File: config.mk
export PLATFORM = sky130hd
export DESIGN_NAME = ps2_host_tx
export DESIGN_NICKNAME = d
export VERILOG_FILES = /design/src/rtl/ps2tx_pkg.sv /design/src/rtl/ps2_line_filter.sv /design/src/rtl/ps2_fall_detect.sv /design/src/rtl/ps2_tx_timer.sv /design/src/rtl/ps2_tx_seq.sv /design/src/rtl/ps2_host_tx.sv
export SDC_FILE = /design/constraint.sdc
export NUM_CORES = 1
export LEC_CHECK = 0
export CAP_MARGIN = 20
export CORE_ASPECT_RATIO = 1.5
export CORE_MARGIN = 4
export CORE_UTILIZATION = 34
export DETAILED_ROUTE_END_ITERATION = 8
export PLACE_DENSITY = 0.61
export SLEW_MARGIN = 10
export SYNTH_ARGS = -nofsm -noshare
export SYNTH_HDL_FRONTEND = slang
export SYNTH_HIERARCHICAL = 1
export SYNTH_SLANG_ARGS = --single-unit
File: constraint.sdc
create_clock -name clk -period 2.75 [get_ports clk]
set_input_delay 0.4125 -clock clk [delete_from_list [all_inputs] [get_ports clk]]
set_output_delay 0.4125 -clock clk [all_outputs]
set_load 0.02 [all_outputs]
File: src/rtl/ps2tx_pkg.sv
package ps2tx_pkg;

  localparam int DATA_W     = 8;
  // data bits, parity, final release slot
  localparam int FRAME_W    = DATA_W + 2;
  // edges after the start bit: frame slots plus the acknowledge sample
  localparam int LAST_EDGE  = FRAME_W + 1;
  localparam int EDGE_W     = $clog2(LAST_EDGE + 1);

  typedef enum logic [1:0] {
    ST_IDLE    = 2'd0,
    ST_INHIBIT = 2'd1,
    ST_XFER    = 2'd2
  } tx_state_e;

  // parity bit that makes the nine-bit word carry an odd count of ones
  function automatic logic odd_parity(input logic [DATA_W-1:0] d);
    return ~(^d);
  endfunction

  // frame as shifted out from bit 0: data LSB first, parity, release (1)
  function automatic logic [FRAME_W-1:0] build_frame(input logic [DATA_W-1:0] d);
    return {1'b1, odd_parity(d), d};
  endfunction

endpackage

File: src/rtl/ps2_line_filter.sv
module ps2_line_filter #(
  parameter int SYNC_STAGES = 2,
  parameter int FILT_LEN    = 3
) (
  input  logic clk,
  input  logic rst_n,
  input  logic line_in,
  output logic level
);

  localparam int CW = $clog2(FILT_LEN + 1);

  logic [SYNC_STAGES-1:0] sync_q;
  logic                   synced;
  logic [CW-1:0]          run_q;
  logic                   level_q;

  generate
    if (SYNC_STAGES > 1) begin : g_chain
      always_ff @(posedge clk or negedge rst_n) begin
        if (!rst_n) sync_q <= '1;
        else        sync_q <= {sync_q[SYNC_STAGES-2:0], line_in};
      end
    end else begin : g_single
      always_ff @(posedge clk or negedge rst_n) begin
        if (!rst_n) sync_q <= '1;
        else        sync_q <= line_in;
      end
    end
  endgenerate

  assign synced = sync_q[SYNC_STAGES-1];

  // accept a new level only after FILT_LEN consecutive differing samples
  always_ff @(posedge clk or negedge rst_n) begin
    if (!rst_n) begin
      run_q   <= '0;
      level_q <= 1'b1;
    end else if (synced == level_q) begin
      run_q <= '0;
    end else if (run_q == CW'(FILT_LEN - 1)) begin
      run_q   <= '0;
      level_q <= synced;
    end else begin
      run_q <= run_q + 1'b1;
    end
  end

  assign level = level_q;

endmodule

File: src/rtl/ps2_fall_detect.sv
module ps2_fall_detect (
  input  logic clk,
  input  logic rst_n,
  input  logic level,
  output logic fall
);

  logic prev_q;

  always_ff @(posedge clk or negedge rst_n) begin
    if (!rst_n) prev_q <= 1'b1;
    else        prev_q <= level;
  end

  assign fall = prev_q & ~level;

endmodule

File: src/rtl/ps2_tx_timer.sv
module ps2_tx_timer #(
  parameter int W = 16
) (
  input  logic         clk,
  input  logic         rst_n,
  input  logic         load,
  input  logic [W-1:0] load_val,
  output logic         zero
);

  logic [W-1:0] cnt_q;

  always_ff @(posedge clk or negedge rst_n) begin
    if (!rst_n)              cnt_q <= '0;
    else if (load)           cnt_q <= load_val;
    else if (cnt_q != '0)    cnt_q <= cnt_q - 1'b1;
  end

  assign zero = (cnt_q == '0);

endmodule

File: src/rtl/ps2_tx_seq.sv
module ps2_tx_seq
  import ps2tx_pkg::*;
#(
  parameter int INHIBIT_CYCLES = 5000,
  parameter int TIMEOUT_CYCLES = 750000,
  parameter int CNT_W          = 20
) (
  input  logic              clk,
  input  logic              rst_n,
  input  logic [DATA_W-1:0] tx_data,
  input  logic              tx_start,
  input  logic              clk_fall,
  input  logic              dat_level,
  input  logic              timer_zero,
  output logic              timer_load,
  output logic [CNT_W-1:0]  timer_val,
  output logic              clk_pull,
  output logic              dat_pull,
  output logic              busy,
  output logic              done,
  output logic              ack_err,
  output logic              timeout_err
);

  tx_state_e          state_q;
  logic [FRAME_W-1:0] frame_q;
  logic [EDGE_W-1:0]  edge_q;
  logic               accept;
  logic               inhibit_end;
  logic               last_edge;

  assign accept      = (state_q == ST_IDLE) && tx_start;
  assign inhibit_end = (state_q == ST_INHIBIT) && timer_zero;
  assign last_edge   = (edge_q == EDGE_W'(LAST_EDGE - 1));

  assign timer_load = accept || inhibit_end || ((state_q == ST_XFER) && clk_fall);
  assign timer_val  = accept ? CNT_W'(INHIBIT_CYCLES - 1) : CNT_W'(TIMEOUT_CYCLES - 1);
  assign busy       = (state_q != ST_IDLE);

  always_ff @(posedge clk or negedge rst_n) begin
    if (!rst_n) begin
      state_q     <= ST_IDLE;
      frame_q     <= '0;
      edge_q      <= '0;
      clk_pull    <= 1'b0;
      dat_pull    <= 1'b0;
      done        <= 1'b0;
      ack_err     <= 1'b0;
      timeout_err <= 1'b0;
    end else begin
      done <= 1'b0;
      unique case (state_q)
        ST_IDLE: begin
          if (tx_start) begin
            state_q     <= ST_INHIBIT;
            frame_q     <= build_frame(tx_data);
            edge_q      <= '0;
            clk_pull    <= 1'b1;
            ack_err     <= 1'b0;
            timeout_err <= 1'b0;
          end
        end
        ST_INHIBIT: begin
          if (timer_zero) begin
            state_q  <= ST_XFER;
            clk_pull <= 1'b0;
            dat_pull <= 1'b1;
          end
        end
        ST_XFER: begin
          if (clk_fall) begin
            if (last_edge) begin
              state_q  <= ST_IDLE;
              dat_pull <= 1'b0;
              done     <= 1'b1;
              ack_err  <= dat_level;
            end else begin
              dat_pull <= ~frame_q[0];
              frame_q  <= frame_q >> 1;
              edge_q   <= edge_q + 1'b1;
            end
          end else if (timer_zero) begin
            state_q     <= ST_IDLE;
            dat_pull    <= 1'b0;
            done        <= 1'b1;
            timeout_err <= 1'b1;
          end
        end
        default: begin
          state_q  <= ST_IDLE;
          clk_pull <= 1'b0;
          dat_pull <= 1'b0;
        end
      endcase
    end
  end

endmodule

File: src/rtl/ps2_host_tx.sv
module ps2_host_tx
  import ps2tx_pkg::*;
#(
  // must exceed SYNC_STAGES+FILT_LEN+1 so the host's own clock pull is filtered out
  parameter int INHIBIT_CYCLES = 5000,
  parameter int TIMEOUT_CYCLES = 750000,
  parameter int SYNC_STAGES    = 2,
  parameter int FILT_LEN       = 3
) (
  input  logic              clk,
  input  logic              rst_n,
  input  logic [DATA_W-1:0] tx_data,
  input  logic              tx_start,
  input  logic              ps2_clk_in,
  input  logic              ps2_dat_in,
  output logic              ps2_clk_pull,
  output logic              ps2_dat_pull,
  output logic              busy,
  output logic              done,
  output logic              ack_err,
  output logic              timeout_err
);

  localparam int MAX_CNT = (INHIBIT_CYCLES > TIMEOUT_CYCLES) ? INHIBIT_CYCLES : TIMEOUT_CYCLES;
  localparam int CNT_W   = $clog2(MAX_CNT + 1);

  logic [1:0]       line_raw;
  logic [1:0]       line_lvl;
  logic             clk_fall_evt;
  logic             timer_load;
  logic             timer_zero;
  logic [CNT_W-1:0] timer_val;

  assign line_raw = {ps2_dat_in, ps2_clk_in};

  generate
    for (genvar g = 0; g < 2; g++) begin : g_line
      ps2_line_filter #(
        .SYNC_STAGES(SYNC_STAGES),
        .FILT_LEN   (FILT_LEN)
      ) u_filt (
        .clk    (clk),
        .rst_n  (rst_n),
        .line_in(line_raw[g]),
        .level  (line_lvl[g])
      );
    end
  endgenerate

  ps2_fall_detect u_fall (
    .clk  (clk),
    .rst_n(rst_n),
    .level(line_lvl[0]),
    .fall (clk_fall_evt)
  );

  ps2_tx_timer #(.W(CNT_W)) u_timer (
    .clk     (clk),
    .rst_n   (rst_n),
    .load    (timer_load),
    .load_val(timer_val),
    .zero    (timer_zero)
  );

  ps2_tx_seq #(
    .INHIBIT_CYCLES(INHIBIT_CYCLES),
    .TIMEOUT_CYCLES(TIMEOUT_CYCLES),
    .CNT_W         (CNT_W)
  ) u_seq (
    .clk        (clk),
    .rst_n      (rst_n),
    .tx_data    (tx_data),
    .tx_start   (tx_start),
    .clk_fall   (clk_fall_evt),
    .dat_level  (line_lvl[1]),
    .timer_zero (timer_zero),
    .timer_load (timer_load),
    .timer_val  (timer_val),
    .clk_pull   (ps2_clk_pull),
    .dat_pull   (ps2_dat_pull),
    .busy       (busy),
    .done       (done),
    .ack_err    (ack_err),
    .timeout_err(timeout_err)
  );

endmodule

==> reports/metrics.yaml <==
run_status:
  status: "finished, final reports clean"
floorplan:
  dieArea_sq_um: 10300
  fp.dieH_um: 122
  core_sq_um: 8460
  pin_count: 19
  die_x_um: 84.0
  rows: 41
  start_util: 0.348
synthesis:
  async_flop_share: 1.00
  synth_edf_count: 0
  synth_area_sq_um: 2950
  ys.flop_type: "dfrtp_1"
  synth_cell_types: 53
  yosysWarnings: 6
  avgSynthCellArea_sq_um: 10.3
  netlist_instances: 285
  ys_seq_area_frac: 0.444
  yosys_register_bits: 52
hold_path:
  hold_class: "primary input to async pin"
cts:
  holdBufCountCts: 0
  root_buffer: "clkbuf_16"
  ctsResizeCount: 0
  clock_latency_ns: 0.29
  htree_levels: 2
  tritoncts: "yes"
  clkTransAtPathRegs_ns: 0.07
  cts_setup_buffers: 0
  cts_inserted_buffers: 5
  cts.path.max_buffers: 2
  cts_sinks: 52
finish:
  syn2layout_area_growth_pct: 12.4
  antenna_cells: 0
  post_route_cells_drive_above_1_share: 0.186
  nets: 321
power:
  power_density_nw_per_um2: 635
  combinationalPowerShare: 0.185
  switching_share: 0.288
  leakagePower_uw: 0.00136
  power.switching_uw: 607
  vdd_drop_max_mv: 0.303
  seqPwrFrac: 0.508
  internal_power_uw: 1500
  fin_total_pwr_uw: 2110
  p_clk_frac: 0.307
routing:
  dr.pass1.iters: 4
  drc: 0
  vias: 1958
  vias_per_cell: 4.80
  wl_um: 5530
  ant_nets: 0
  drt_iter0_markers: 72
  routedWlPerCell_um: 13.6
grt:
  grt_pass1_vias: 2071
  track_usage: 0.117
  grt_overflow_total: 0
  grt_max_degree: 23
  grt_pass1_wl_um: 9660
  antenna_found_initial: 0
timing:
  fmax_mhz: 391
  setup_violations: 0
  hold_violations: 0
  rsz0062_at_grt: "no"
  clock_skew_ns: 0.00459
  tns_ns: 0
  finalMaxSlewViolations: 0
  layout_min_cycle_time_ns: 2.56
  max_slew_margin: 0.675
  fin_crit_sh: 0.931
  worst_pin_slew_ns: 0.474
place:
  dp_hpwl_um: 4130
  portBuffers: 18
  gp_congestion: 0.780
setup_path:
  worst-r2r-cell-count: 7
  crit_fanout: 4
  cp-start-kind: "register"
  crit_required_ns: 2.92
  cp.arrival_ns: 2.73
  crit_path_end_kind: "register"
  r2r-end: "u_seq/state_q[1]$_DFFE_PN0P_"
  r2r_start: "u_timer/cnt_q[17]$_DFFE_PN0P_"
  crit_type: "register to register"
  cp-startpoint: "u_timer/cnt_q[17]$_DFFE_PN0P_"
  rrSetupSlack_ns: 0.19
  cp-endpoint: "u_seq/state_q[1]$_DFFE_PN0P_"
job:
  max-cap-violations: 0
## sequential cells by signal, summed over array words and instances, names as in the netlist, 2 cells and up
signal                count
u_timer/cnt_q            20
u_seq/frame_q            10
g_line.u_filt/run_q       4
g_line.u_filt/sync_q      4
u_seq/edge_q              4
g_line.u_filt/level       2
u_seq/state_q             2
## critical path, cell delays in order, from the launching register on
cell,delay (ns)
dfrtp_1,0.40
or3_1,0.40
or4_4,0.55
nor2_8,0.10
nor2b_1,0.20
a21oi_1,0.09
a221oi_2,0.33
mux2_2,0.38
## power by group through the flow
stage | clock [uW] | combinational [uW] | sequential [uW]
finish | 647 | 390 | 1070
detailed placement | 0 | 400 | 1080
CTS | 674 | 401 | 1070
global placement | 0 | 391 | 1070
floorplan | 0 | 320 | 1040
global route | 699 | 444 | 1080
## logic make-up (layout without fill, tap and decap cells)
family,count (synthesis),count (layout),share of synthesized area
buffers and inverters,38,44,0.0793
AO/OA/AOI/OAI,48,48,0.113
other,2,12,0.00255
multiplexers,18,18,0.0666
flip-flops,52,52,0.444
XOR/XNOR,27,27,0.0802
adder cells (fa/ha/maj),8,8,0.0339
AND/OR/NAND/NOR,92,92,0.180
## synthesized netlist by cell type, types with 3 or more instances
master | n | area share
nor2b_1 | 4 | 0.0085
nor3b_1 | 3 | 0.0076
nand2_1 | 28 | 0.036
dfrtp_1 | 45 | 0.38
dfstp_2 | 7 | 0.062
nor2b_4 | 3 | 0.014
xnor2_1 | 19 | 0.056
o31ai_1 | 7 | 0.018
nor2_1 | 19 | 0.024
nand3_1 | 4 | 0.0068
xor2_1 | 8 | 0.024
o21ai_2 | 9 | 0.027
o21ai_0 | 7 | 0.012
mux2i_1 | 11 | 0.037
mux2_2 | 5 | 0.019
ha_1 | 8 | 0.034
nor4_1 | 3 | 0.0064
buf_2 | 4 | 0.0068
a21oi_1 | 12 | 0.020
buf_4 | 19 | 0.048
clkbuf_1 | 4 | 0.0051
o21ai_1 | 3 | 0.0051
nor3_1 | 9 | 0.015
inv_1 | 8 | 0.010
## cell type report
| type | instances | area, sq um |
|---|---|---|
| inverter | 9 | 33.8 |
| tap | 107 | 134 |
| sequential | 52 | 1310 |
| multi-input combinational | 205 | 1440 |
| clock inverter | 2 | 13.8 |
| clock buffer | 6 | 139 |
| timing repair buffer | 27 | 243 |
| fill | 843 | 5150 |
## placed cells by master (no fill, tap or decap), drive strengths merged, types with 2 or more instances in the layout
master,netlist,final
a21o,2,2
a21oi,13,13
buf,25,10
clkbuf,4,6
clkdlybuf4s50,0,17
conb,2,12
dfrtp,45,45
dfstp,7,7
ha,8,8
inv,9,10
mux2,7,7
mux2i,11,11
nand2,28,28
nand3,4,4
nor2,20,20
nor2b,7,7
nor3,10,10
nor3b,3,3
nor4,4,4
o21ai,19,19
o31ai,8,8
or2,3,3
or3,2,2
or4,4,4
xnor2,19,19
xor2,8,8
## through the flow
stage	instance area (sq um)	setup slack [ns]	utilization	hold slack (ns)	cells
3_3_place_gp	3160	0.298	0.374	0.346	400
4_1_cts	3320	0.200	0.392	0.0988	408
3_5_place_dp	3160	0.218	0.374	0.348	400
5_1_grt	3320	0.0666	0.392	0.109	408
6_report	3320	0.190	0.392	0.0730	408
2_1_floorplan	2990	0.279	-	0.117	295
## worst min path at each step
stage                                              start                                   end  slack, ns
global route                                       rst_n          u_timer/cnt_q[6]$_DFFE_PN0P_       0.11
floorplan                                          rst_n   g_line[0].u_filt/run_q[0]$_DFF_PN0_       0.12
finish                                             rst_n         u_timer/cnt_q[15]$_DFFE_PN0P_       0.07
CTS                                                rst_n         u_timer/cnt_q[15]$_DFFE_PN0P_        0.1
detailed placement  g_line[1].u_filt/sync_q[0]$_DFF_PN1_  g_line[1].u_filt/sync_q[1]$_DFF_PN1_       0.35
global placement    g_line[1].u_filt/sync_q[0]$_DFF_PN1_  g_line[1].u_filt/sync_q[1]$_DFF_PN1_       0.35
## per-layer routing
| metal | vias up | part of all wire | track usage |
|---|---|---|---|
| met3 | 7 | 0.026 | 0.0244 |
| met5 | - | 0 | 0 |
| met2 | 31 | 0.54 | 0.225 |
| met1 | 947 | 0.42 | 0.127 |
| met4 | 0 | 0.012 | 0.0332 |
| li1 | 973 | - | - |
(Power assumes the default switching activity.)
